### src/rtl/ale_seq_pkg.sv
package ale_seq_pkg;
  typedef enum logic [1:0] {
    BK_CODE   = 2'd0,
    BK_DATA16 = 2'd1,
    BK_DATA8  = 2'd2,
    BK_TABLE  = 2'd3
  } bus_kind_e;

  typedef enum logic [1:0] {
    P0_PORT = 2'd0,
    P0_ADDR = 2'd1,
    P0_DATA = 2'd2
  } p0_src_e;

  typedef struct packed {
    logic      busy;
    logic      second;
    bus_kind_e kind;
    logic [7:0] addr_hi;
  } slot_t;

  function automatic logic is_data(bus_kind_e k);
    return (k == BK_DATA16) || (k == BK_DATA8);
  endfunction
endpackage

### src/rtl/ale_phase_ctr.sv
module ale_phase_ctr #(
  parameter int PHASES = 6,
  localparam int PW = $clog2(PHASES)
) (
  input  logic          clk,
  input  logic          rst_n,
  output logic [PW-1:0] phase,
  output logic          last
);
  localparam logic [PW-1:0] LAST_PH = PW'(PHASES - 1);

  always_ff @(posedge clk or negedge rst_n) begin
    if (!rst_n)            phase <= '0;
    else if (phase == LAST_PH) phase <= '0;
    else                   phase <= phase + 1'b1;
  end

  assign last = (phase == LAST_PH);


  phase_wrap_chk: assert property (@(posedge clk) disable iff (!rst_n)
    last |=> (phase == '0));

  phase_range_chk: assert property (@(posedge clk) disable iff (!rst_n)
    phase <= LAST_PH);
endmodule

### src/rtl/ale_slot_ctrl.sv
module ale_slot_ctrl
  import ale_seq_pkg::*;
(
  input  logic       clk,
  input  logic       rst_n,
  input  logic       last,
  input  logic       req_valid,
  input  bus_kind_e  req_kind,
  input  logic [7:0] req_addr_hi,
  output logic       req_ready,
  output slot_t      slot
);
  logic need_second;

  assign need_second = slot.busy && !slot.second && is_data(slot.kind);
  assign req_ready   = last && !need_second;

  always_ff @(posedge clk or negedge rst_n) begin
    if (!rst_n) begin
      slot <= '0;
    end else if (last) begin
      if (need_second) begin
        slot.second <= 1'b1;
      end else if (req_valid) begin
        slot.busy    <= 1'b1;
        slot.second  <= 1'b0;
        slot.kind    <= req_kind;
        slot.addr_hi <= req_addr_hi;
      end else begin
        slot.busy   <= 1'b0;
        slot.second <= 1'b0;
      end
    end
  end


  second_slot_follows_chk: assert property (@(posedge clk) disable iff (!rst_n)
    (last && need_second) |=> (slot.busy && slot.second));

  second_only_data_chk: assert property (@(posedge clk) disable iff (!rst_n)
    slot.second |-> (slot.busy && is_data(slot.kind)));

  slot_stable_midway_chk: assert property (@(posedge clk) disable iff (!rst_n)
    !last |=> $stable(slot));
endmodule

### src/rtl/ale_out_mux.sv
module ale_out_mux
  import ale_seq_pkg::*;
#(
  parameter int PHASES  = 6,
  parameter int ALE_HI  = 2,
  parameter int ADDR_PH = 3,
  localparam int PW = $clog2(PHASES)
) (
  input  logic          clk,
  input  logic          rst_n,
  input  logic [PW-1:0] phase,
  input  slot_t         slot,
  input  logic          ale_dis,
  input  logic          ext_exec,
  input  logic [7:0]    p2_sfr,
  output logic          ale,
  output logic          ale_oe,
  output p0_src_e       p0_sel,
  output logic [7:0]    p2_out
);
  logic strobe_win, allowed, movx_like;

  assign strobe_win = (phase < PW'(ALE_HI));
  assign movx_like  = slot.busy && (slot.kind != BK_CODE);
  assign allowed    = !ale_dis || ext_exec || movx_like;

  always_comb begin
    if (slot.busy && slot.second) begin
      ale    = 1'b0;
      ale_oe = 1'b1;
    end else if (!allowed) begin
      ale    = 1'b1;
      ale_oe = 1'b0;
    end else begin
      ale    = strobe_win;
      ale_oe = 1'b1;
    end
  end

  always_comb begin
    if (!slot.busy)                  p0_sel = P0_PORT;
    else if (slot.second)            p0_sel = P0_DATA;
    else if (is_data(slot.kind))     p0_sel = P0_ADDR;
    else if (phase < PW'(ADDR_PH))   p0_sel = P0_ADDR;
    else                             p0_sel = P0_DATA;
  end

  assign p2_out = (slot.busy && slot.kind != BK_DATA8) ? slot.addr_hi : p2_sfr;


  weak_high_chk: assert property (@(posedge clk) disable iff (!rst_n)
    !ale_oe |-> (ale && ale_dis && !ext_exec));

  addr_before_fall_chk: assert property (@(posedge clk) disable iff (!rst_n)
    ($fell(ale) && slot.busy && !slot.second) |-> (p0_sel == P0_ADDR));
endmodule

### src/rtl/ale_bus_seq.sv
module ale_bus_seq
  import ale_seq_pkg::*;
#(
  parameter int PHASES  = 6,
  parameter int ALE_HI  = 2,
  parameter int ADDR_PH = 3,
  parameter int AW      = 16
) (
  input  logic          clk,
  input  logic          rst_n,
  input  logic          req_valid,
  output logic          req_ready,
  input  logic [1:0]    req_kind,
  input  logic [AW-1:0] req_addr,
  input  logic [7:0]    p2_sfr,
  input  logic          ale_dis,
  input  logic          ext_exec,
  output logic          ale,
  output logic          ale_oe,
  output logic [1:0]    p0_sel,
  output logic [7:0]    p2_out
);
  localparam int PW = $clog2(PHASES);

  logic [PW-1:0] phase;
  logic          last;
  slot_t         slot;
  p0_src_e       p0_src;

  ale_phase_ctr #(.PHASES(PHASES)) u_phase (
    .clk(clk), .rst_n(rst_n), .phase(phase), .last(last)
  );

  ale_slot_ctrl u_slot (
    .clk(clk), .rst_n(rst_n), .last(last),
    .req_valid(req_valid), .req_kind(bus_kind_e'(req_kind)),
    .req_addr_hi(req_addr[AW-1 -: 8]),
    .req_ready(req_ready), .slot(slot)
  );

  ale_out_mux #(.PHASES(PHASES), .ALE_HI(ALE_HI), .ADDR_PH(ADDR_PH)) u_mux (
    .clk(clk), .rst_n(rst_n), .phase(phase), .slot(slot),
    .ale_dis(ale_dis), .ext_exec(ext_exec), .p2_sfr(p2_sfr),
    .ale(ale), .ale_oe(ale_oe), .p0_sel(p0_src), .p2_out(p2_out)
  );

  assign p0_sel = p0_src;


  dropped_pulse_chk: assert property (@(posedge clk) disable iff (!rst_n)
    (p0_sel == 2'd2 && slot.second) |-> (!ale && ale_oe));

  ready_at_end_chk: assert property (@(posedge clk) disable iff (!rst_n)
    (req_valid && req_ready) |=> (ale || !ale_oe || slot.second) && p0_sel != 2'd0);
endmodule

### config.mk
export PLATFORM = sky130hd
export DESIGN_NAME = ale_bus_seq
export DESIGN_NICKNAME = d
export VERILOG_FILES = /design/src/rtl/ale_seq_pkg.sv /design/src/rtl/ale_phase_ctr.sv /design/src/rtl/ale_slot_ctrl.sv /design/src/rtl/ale_out_mux.sv /design/src/rtl/ale_bus_seq.sv
export SDC_FILE = /design/constraint.sdc
export NUM_CORES = 1
export LEC_CHECK = 0
export ABC_AREA = 1
export BUFFER_PORTS_ARGS = -buffer_cell sky130_fd_sc_hd__buf_2
export CAP_MARGIN = 15
export CORE_MARGIN = 3
export CORE_UTILIZATION = 44
export DETAILED_ROUTE_END_ITERATION = 8
export HOLD_SLACK_MARGIN = 0.1
export PLACE_DENSITY = 0.78
export SYNTH_ARGS = -nofsm -noshare
export SYNTH_HDL_FRONTEND = slang
export SYNTH_SLANG_ARGS = --single-unit
### constraint.sdc
create_clock -name clk -period 1.6 [get_ports clk]
set_input_delay 0.24 -clock clk [delete_from_list [all_inputs] [get_ports clk]]
set_output_delay 0.24 -clock clk [all_outputs]
set_load 0.05 [all_outputs]
# After elaboration in Yosys (flattened, before gate mapping)
# Cells that the tools add are included.
# word_totals
reg_bits,15
input_bits,31
out_inout_bits,13
elab_cells,40
# op_classes
addsub,1
order_cmp,2
n_eq_ne,4
n_mux,12
bitwise_logic,1
reduce_logical,15
# ops
operator,count
2-to-1 mux 2 bit,5
2-to-1 mux 8 bit,1
logical AND 1 bit,6
"less-than comparator 3 x 2 -> 1 bit, second input constant",2
2-to-1 mux 1 bit,5
"adder 3 x 1 -> 3 bit, second input constant",1
"equality test 3 bit, second input constant",1
logical NOT 1 bit,3
logical OR 1 bit,3
2-to-1 mux 3 bit,1
AND reduction 3 bit,1
"equality test 2 x 1 -> 1 bit, second input constant",1
"equality test 2 bit, second input constant",1
"!= test 2 bit, second input constant",1
AND reduction 2 bit,1
nonzero test 2 bit,1
inverter 1 bit,1

# Depth between registers and ports, before layout
# Gate-level depths: netlist (run 1).
# depth
depth_word,5
ltp_mapped,7

# Cells and area by module
# From an unflattened synthesis (run 1), not the netlist that was laid out.
# unflattened
cells_unflattened,123
hier_area_um2,933.4
# by_module_without_submodules
mod,instances,cells_each,area_per_inst_um2,seq_area_each_um2
ale_slot_ctrl,1,60,533.0,300.3
ale_out_mux,1,49,280.3,0.0
ale_phase_ctr,1,14,120.1,75.1

# Worst setup path after synthesis (run 1)
# No wires, ideal clock.
# synth_timing
kind,reg-to-output
start,register u_slot.slot[8] (netlist name)
end,output port ale
t_arrival_ps,1973
t_required_ps,1360
setup_slack_ps,-613
path_stages_with_launch,5
n_path_buf,0
path_cell_list,dfrtp_1 inv_1 ha_1 o211ai_1 nand2_1
# synth_between
elab_chain_cells,5
# synth_lines
item,line,source
nonzero test 2 bit,ale_out_mux.sv:24,assign movx_like = slot.busy && (slot.kind != BK_CODE);
logical AND 1 bit,ale_out_mux.sv:24,
logical OR 1 bit,ale_out_mux.sv:25,assign allowed = !ale_dis || ext_exec || movx_like;
2-to-1 mux 1 bit,ale_out_mux.sv:31,end else if (!allowed) begin
2-to-1 mux 1 bit,ale_out_mux.sv:28,if (slot.busy && slot.second) begin
"end, declared",ale_bus_seq.sv:18,"output logic ale,"
# Every way passes these cells.

# Worst setup path in the final report (run 1)
# layout_timing
start,register u_slot.slot[9] (netlist name)
end,output port p2_out[5]
# layout_between
elab_chain_cells,3
# layout_lines
item,line,source
!= test 2 bit,ale_out_mux.sv:48,assign p2_out = (slot.busy && slot.kind != BK_DATA8) ? slot.addr_hi : p2_sfr;
logical AND 1 bit,ale_out_mux.sv:48,
2-to-1 mux 8 bit,ale_out_mux.sv:48,
"end, declared",ale_bus_seq.sv:21,output logic [7:0] p2_out
# Every way passes these cells.

==> results of run 1 <==
==> per-stage QoR <==
stage | setup WS (ps) | utilization | cell area, um^2 | setup TNS, ps
floorplan | -415 | - | 941 | -525
global placement | -38.1 | 0.642 | 1160 | -353
detailed placement | -118 | 0.642 | 1160 | -1490
CTS | -256 | 0.753 | 1360 | -2670
global route | -318 | 0.764 | 1380 | -3630
finish | -274 | 0.764 | 1380 | -2800
==> sequential cells by signal (all words and copies together), names as in the netlist <==
| name | flops |
|---|---|
| u_slot.slot | 12 |
| u_phase.phase | 3 |
==> routing by layer <==
layer	part of all wire	track usage	routed length [um]	vias to the layer above
li1	-	-	-	437
met2	0.55	0.376	1230	33
met4	0.019	0.0942	43	0
met1	0.39	0.208	877	404
met5	0	0	0	-
met3	0.047	0.0178	107	5
==> report_power, final <==
group | leakage (nW) | switching, W | total, W | internal (W)
Sequential | 0.185 | 0.0000771 | 0.000555 | 0.000478
Clock | 0.0177 | 0.000121 | 0.000214 | 0.0000929
Combinational | 0.525 | 0.000945 | 0.00159 | 0.000643
==> synthesized netlist by cell type <==
| cell | instances |
|---|---|
| dfrtp_1 | 15 |
| nand2_1 | 37 |
| ha_1 | 2 |
| nand2_2 | 2 |
| o211ai_1 | 1 |
| o21ai_2 | 8 |
| nand3_1 | 4 |
| nor2_2 | 1 |
| nor2_1 | 4 |
| buf_12 | 1 |
| buf_2 | 2 |
| or2_1 | 1 |
| inv_2 | 1 |
| inv_1 | 18 |
| nand4_1 | 10 |
| o21ai_0 | 2 |
| buf_6 | 1 |
| clkbuf_1 | 2 |
==> final cells by class <==
class	instances	area [um^2]
flip-flops and latches	15	375
inverters	19	71.3
clock buffers	3	22.5
fillers	128	425
multi-input cells	72	500
well taps	25	31.3
clock inverters	1	5.00
repair buffers	45	370
==> tightest hold or removal path, delay by kind of cell <==
family                 cells  cell delay [ps]
buffers and inverters      1               90
and+or+nand+nor            2              120
==> worst min path at each step <==
stage / cells past startpoint / slack, ps / startpoint / endpoint
after floorplan: 0 / -60 / rst_n / u_phase.phase[0]
after global placement: 1 / 150 / rst_n / u_slot.slot[7]
after detailed placement: 1 / 150 / rst_n / u_slot.slot[7]
after CTS: 3 / 190 / req_addr[13] / u_slot.slot[5]
after global routing: 3 / 180 / req_addr[13] / u_slot.slot[5]
final: 3 / 190 / req_addr[12] / u_slot.slot[4]
==> logic make-up after synthesis <==
family / share of synthesized area
compound gates: 0.101
fa+ha+maj: 0.0288
buf+inv: 0.138
flops: 0.432
simple gates: 0.301
==> repair_timing <==
item                       4_1_cts  5_1_grt
hold endpoints to repair        15        0
setup endpoints to repair       24       13
pin swaps                        4        3
hold buffers                     1        0
setup buffers                    1        1
gates resized for setup         45        2
gates cloned                     1        0
==> results_dict.tcl, run 1 <==
set metrics [dict create \
    grt_pass1_wl_um 3670 \
    fin_crit_ps 1870 \
    endpoint "p2_out[5]" \
    grt_start_max_net_pins 16 \
    synth-seq-cells 15 \
    synth_seq_area_share 0.432 \
    postRouteAntennaNets 0 \
    stdcell_count 180 \
    cp-end-kind "output port" \
    synth_top_area_cell "dfrtp_1" \
    boundaryPins 44 \
    port_buffers 35 \
    cp_max_fo 8 \
    path_clk_slew_ps 90 \
    worst_pin_slew_ps 326 \
    dieArea_um2 2550 \
    chipHeight_um 50.5 \
    cts.sinks 15 \
    hold_viol_final 0 \
    n_antenna_cell 0 \
    layout_common_cells "27 x nand2_1, 22 x buf_2, 15 x dfrtp_1, 14 x inv_1" \
    setup_violations 13 \
    yosys-top-cells-area "dfrtp_1 43%, nand2_1 16%, o21ai_2 8.1%, inv_1 7.8%, nand4_1 7.2%" \
    fmaxAchievable_mhz 534 \
    synthesis.area_um2 870 \
    cts_buffers 3 \
    final_common_cell "nand2_1" \
    initial_core_util 0.483 \
    slew_violations 0 \
    crit_chain "ha_2 > or2_4 > buf_12 > o21ai_4 > buf_6" \
    syn_area_per_cell_um2 7.76 \
    slowest_stage "dfrtp_1" \
    r2r_start "u_slot.slot[9]" \
    clock_latency_ps 290 \
    synth.distinct_cells 18 \
    drcViolationCount 0 \
    ir_drop_v 0.00106 \
    startpoint_type "flop" \
    rr_worst_depth 8 \
    p_leak_nw 0.728 \
    cts_max_level 1 \
    cp_top_family "flip-flops" \
    timing.slew.headroom 0.783 \
    worstSetupPathType "flop to output port" \
    power.total_w 0.00236 \
    dr.first_iter.drc_count 10 \
    syn_nets 145 \
    crit_start "u_slot.slot[9]" \
    worst_path_largest_cell_delay_ps 430 \
    dr_total_vias 879 \
    critPathArrivalTime_ps 1630 \
    dp_cells 172 \
    cp.depth 5 \
    ys.warnings.count 0 \
    syn_inst 112 \
    wl_per_cell_um 12.6 \
    cts-root-buf "clkbuf_4" \
    hold_class "input port to flop" \
    grt-ovfl-total 0 \
    power_density_nw_per_um2 1710 \
    cts_tree "yes" \
    gp_congestion 0.760 \
    drt-vias-per-instance 4.88 \
    finalWirelength_um 2260 \
    antenna_found_initial 0 \
    final.setup.worst_slack_ps -274 \
    hold_ws_ps 191 \
    grt_use_total 0.195 \
    cp.required_ps 1360 \
    violations "negative setup slack" \
    finalClockSkew_ps 11.2 \
    ff2ff_setup_slack_ps 70 \
    cap_violations 0 \
    drive_gt1_frac 0.523 \
    area_delta_synth_final_pct 58.3 \
    die_w_um 50.5 \
    crit_buf_inv 2 \
    final_nets 189 \
    num_rows 15 \
    design.core.area_um2 1800 \
    status "complete, but fails checks" \
    grt_pass1_vias 874 \
    dpl.hpwl_um 1480 \
    drtPass1Iterations 4 \
    yosysTopAreaCellShare 0.432 \
    fin_crit_sh 1.17 \
    rr_endpoint "u_slot.slot[9]" \
    cts_buffer_depth 2 \
    rsz0062_at_grt "true" \
]
Note: power is estimated with default switching activity, not from simulation.
==> run 2, diff against run 1 <==
--- a/config.mk
+++ b/config.mk
@@ -12,7 +12,8 @@
 export CORE_UTILIZATION = 44
 export DETAILED_ROUTE_END_ITERATION = 8
 export HOLD_SLACK_MARGIN = 0.1
-export PLACE_DENSITY = 0.78
+export PLACE_DENSITY = 0.74
+export RECOVER_POWER = 100
 export SYNTH_ARGS = -nofsm -noshare
 export SYNTH_HDL_FRONTEND = slang
 export SYNTH_SLANG_ARGS = --single-unit
==> results_dict.tcl, run 2 (synthesis results as in run 1) <==
set metrics [dict create \
    hold_start "req_addr[12]" \
    dp_cells 174 \
    worstSetupPathType "flop to output port" \
    critPathArrivalTime_ps 1630 \
    clkPwrFrac 0.087 \
    chipHeight_um 50.5 \
    ff2ff_setup_slack_ps 30 \
    boundaryPins 44 \
    power_density_nw_per_um2 1710 \
    final_area_um2 1390 \
    drive_gt1_frac 0.503 \
    pwr-share-comb 0.680 \
    violations "negative setup slack" \
    num_rows 15 \
    cts_max_level 1 \
    cp.required_ps 1360 \
    stdcell_count 180 \
    startpoint_type "flop" \
    postRouteAntennaNets 0 \
    p_leak_nw 0.727 \
    holdPathStages 3 \
    grt_start_max_net_pins 16 \
    fin_util 0.772 \
    timing.slew.headroom 0.488 \
    hold_viol_final 0 \
    place_ws_ps -81.6 \
    layout_common_cells "28 x nand2_1, 21 x buf_2, 15 x dfrtp_1, 14 x inv_1, 11 x nand2_2" \
    grt-ovfl-total 0 \
    fin_crit_sh 1.17 \
    ir_drop_v 0.000857 \
    grt_use_total 0.184 \
    grt_pass1_wl_um 3610 \
    cp-end-kind "output port" \
    hold_end "u_slot.slot[4]" \
    path_clk_slew_ps 90 \
    fin_crit_ps 1870 \
    dr_total_vias 840 \
    initial_core_util 0.483 \
    p_int_w 0.00123 \
    finalClockSkew_ps 3.98 \
    drtPass1Iterations 4 \
    n_antenna_cell 0 \
    hold_class "input port to flop" \
    largest_register_ffs 12 \
    post_cts.repair.setup_buffers 0 \
    area_delta_synth_final_pct 60.0 \
    cts.sinks 15 \
    placed_area_um2 1170 \
    final_common_cell "nand2_1" \
    antenna_found_initial 0 \
    dr.first_iter.drc_count 12 \
    rsz0062_at_grt "true" \
    r2r_start "u_slot.slot[8]" \
    rr_worst_depth 8 \
    final.setup.worst_slack_ps -267 \
    cp_max_fo 6 \
    grt_pass1_vias 824 \
    rr_endpoint "u_slot.slot[8]" \
    switching_share 0.484 \
    p_seq_frac 0.233 \
    dpl.hpwl_um 1470 \
    power.total_w 0.00239 \
    dieArea_um2 2550 \
    power_switching_w 0.00115 \
    reg_top3 "u_slot.slot: 12 flops, u_phase.phase: 3 flops" \
    gp_congestion 0.770 \
    die_w_um 50.5 \
    status "complete, but fails checks" \
    drcViolationCount 0 \
    cts-root-buf "clkbuf_4" \
    final_nets 189 \
    clock_latency_ps 280 \
    slew_violations 0 \
    cts_buffers 3 \
    drt-vias-per-instance 4.67 \
    fmaxAchievable_mhz 536 \
    design.core.area_um2 1800 \
    cap_violations 0 \
    port_buffers 35 \
    worst_pin_slew_ps 768 \
    wl_per_cell_um 12.1 \
    finalWirelength_um 2180 \
    setup_violations 13 \
    cts_buffer_depth 2 \
    regMostFlops "u_slot.slot" \
    cts_tree "yes" \
]
==> run 2: cell type report <==
class                   instances  area [um^2]
repair buffers                 45          373
inverters                      19         71.3
multi-input cells              72          513
flip-flops and latches         15          375
clock buffers                   3         22.5
clock inverters                 1         5.00
well taps                      25         31.3
fillers                       123          410
==> run 2: power by group through the flow <==
stage          combinational (W)  sequential, W  clock, W
2_1_floorplan           0.000979       0.000533         0
3_3_place_gp             0.00120       0.000547         0
4_1_cts                  0.00156       0.000548  0.000212
6_report                 0.00162       0.000556  0.000208
3_5_place_dp             0.00123       0.000552         0
5_1_grt                  0.00171       0.000569  0.000237
==> run 2: through the flow <==
step,hold WS [ps],setup TNS (ps)
6_report,204,-2670
5_1_grt,206,-4010
4_1_cts,203,-2400
3_5_place_dp,153,-1100
3_3_place_gp,151,-503
2_1_floorplan,-55.6,-525
==> run 2: what timing repair did <==
| item | 4_1_cts | 5_1_grt |
|---|---|---|
| resized for setup | 46 | 6 |
| endpoints found under the setup margin | 24 | 15 |
| cloned | 1 | 0 |
| pin swaps | 6 | 4 |
| hold endpoints to repair | 15 | 0 |
| hold buffers | 1 | 0 |
==> run 2: worst max path at each step <==
stage / start / to / depth (start not counted)
5_1_grt: u_slot.slot[8] / p2_out[1] / 6
4_1_cts: u_slot.slot[8] / p2_out[1] / 6
3_3_place_gp: u_slot.slot[8] / u_slot.slot[6] / 8
3_5_place_dp: u_slot.slot[8] / u_slot.slot[8] / 8
6_report: u_slot.slot[8] / p2_out[1] / 6
2_1_floorplan: u_slot.slot[8] / ale / 4
==> run 2: layer usage <==
| layer | global-route usage | wire length (um) |
|---|---|---|
| met2 | 0.328 | 1110 |
| met4 | 0.0404 | 4 |
| met1 | 0.240 | 988 |
| met3 | 0.0178 | 80 |
| met5 | 0 | 0 |
==> run 2: critical path, stage by stage, from the launching register on <==
cell and delay, ps:
dfrtp_1 390, inv_2 60, ha_4 150, or2_4 280, buf_12 160, o21ai_4 130, buf_6 180
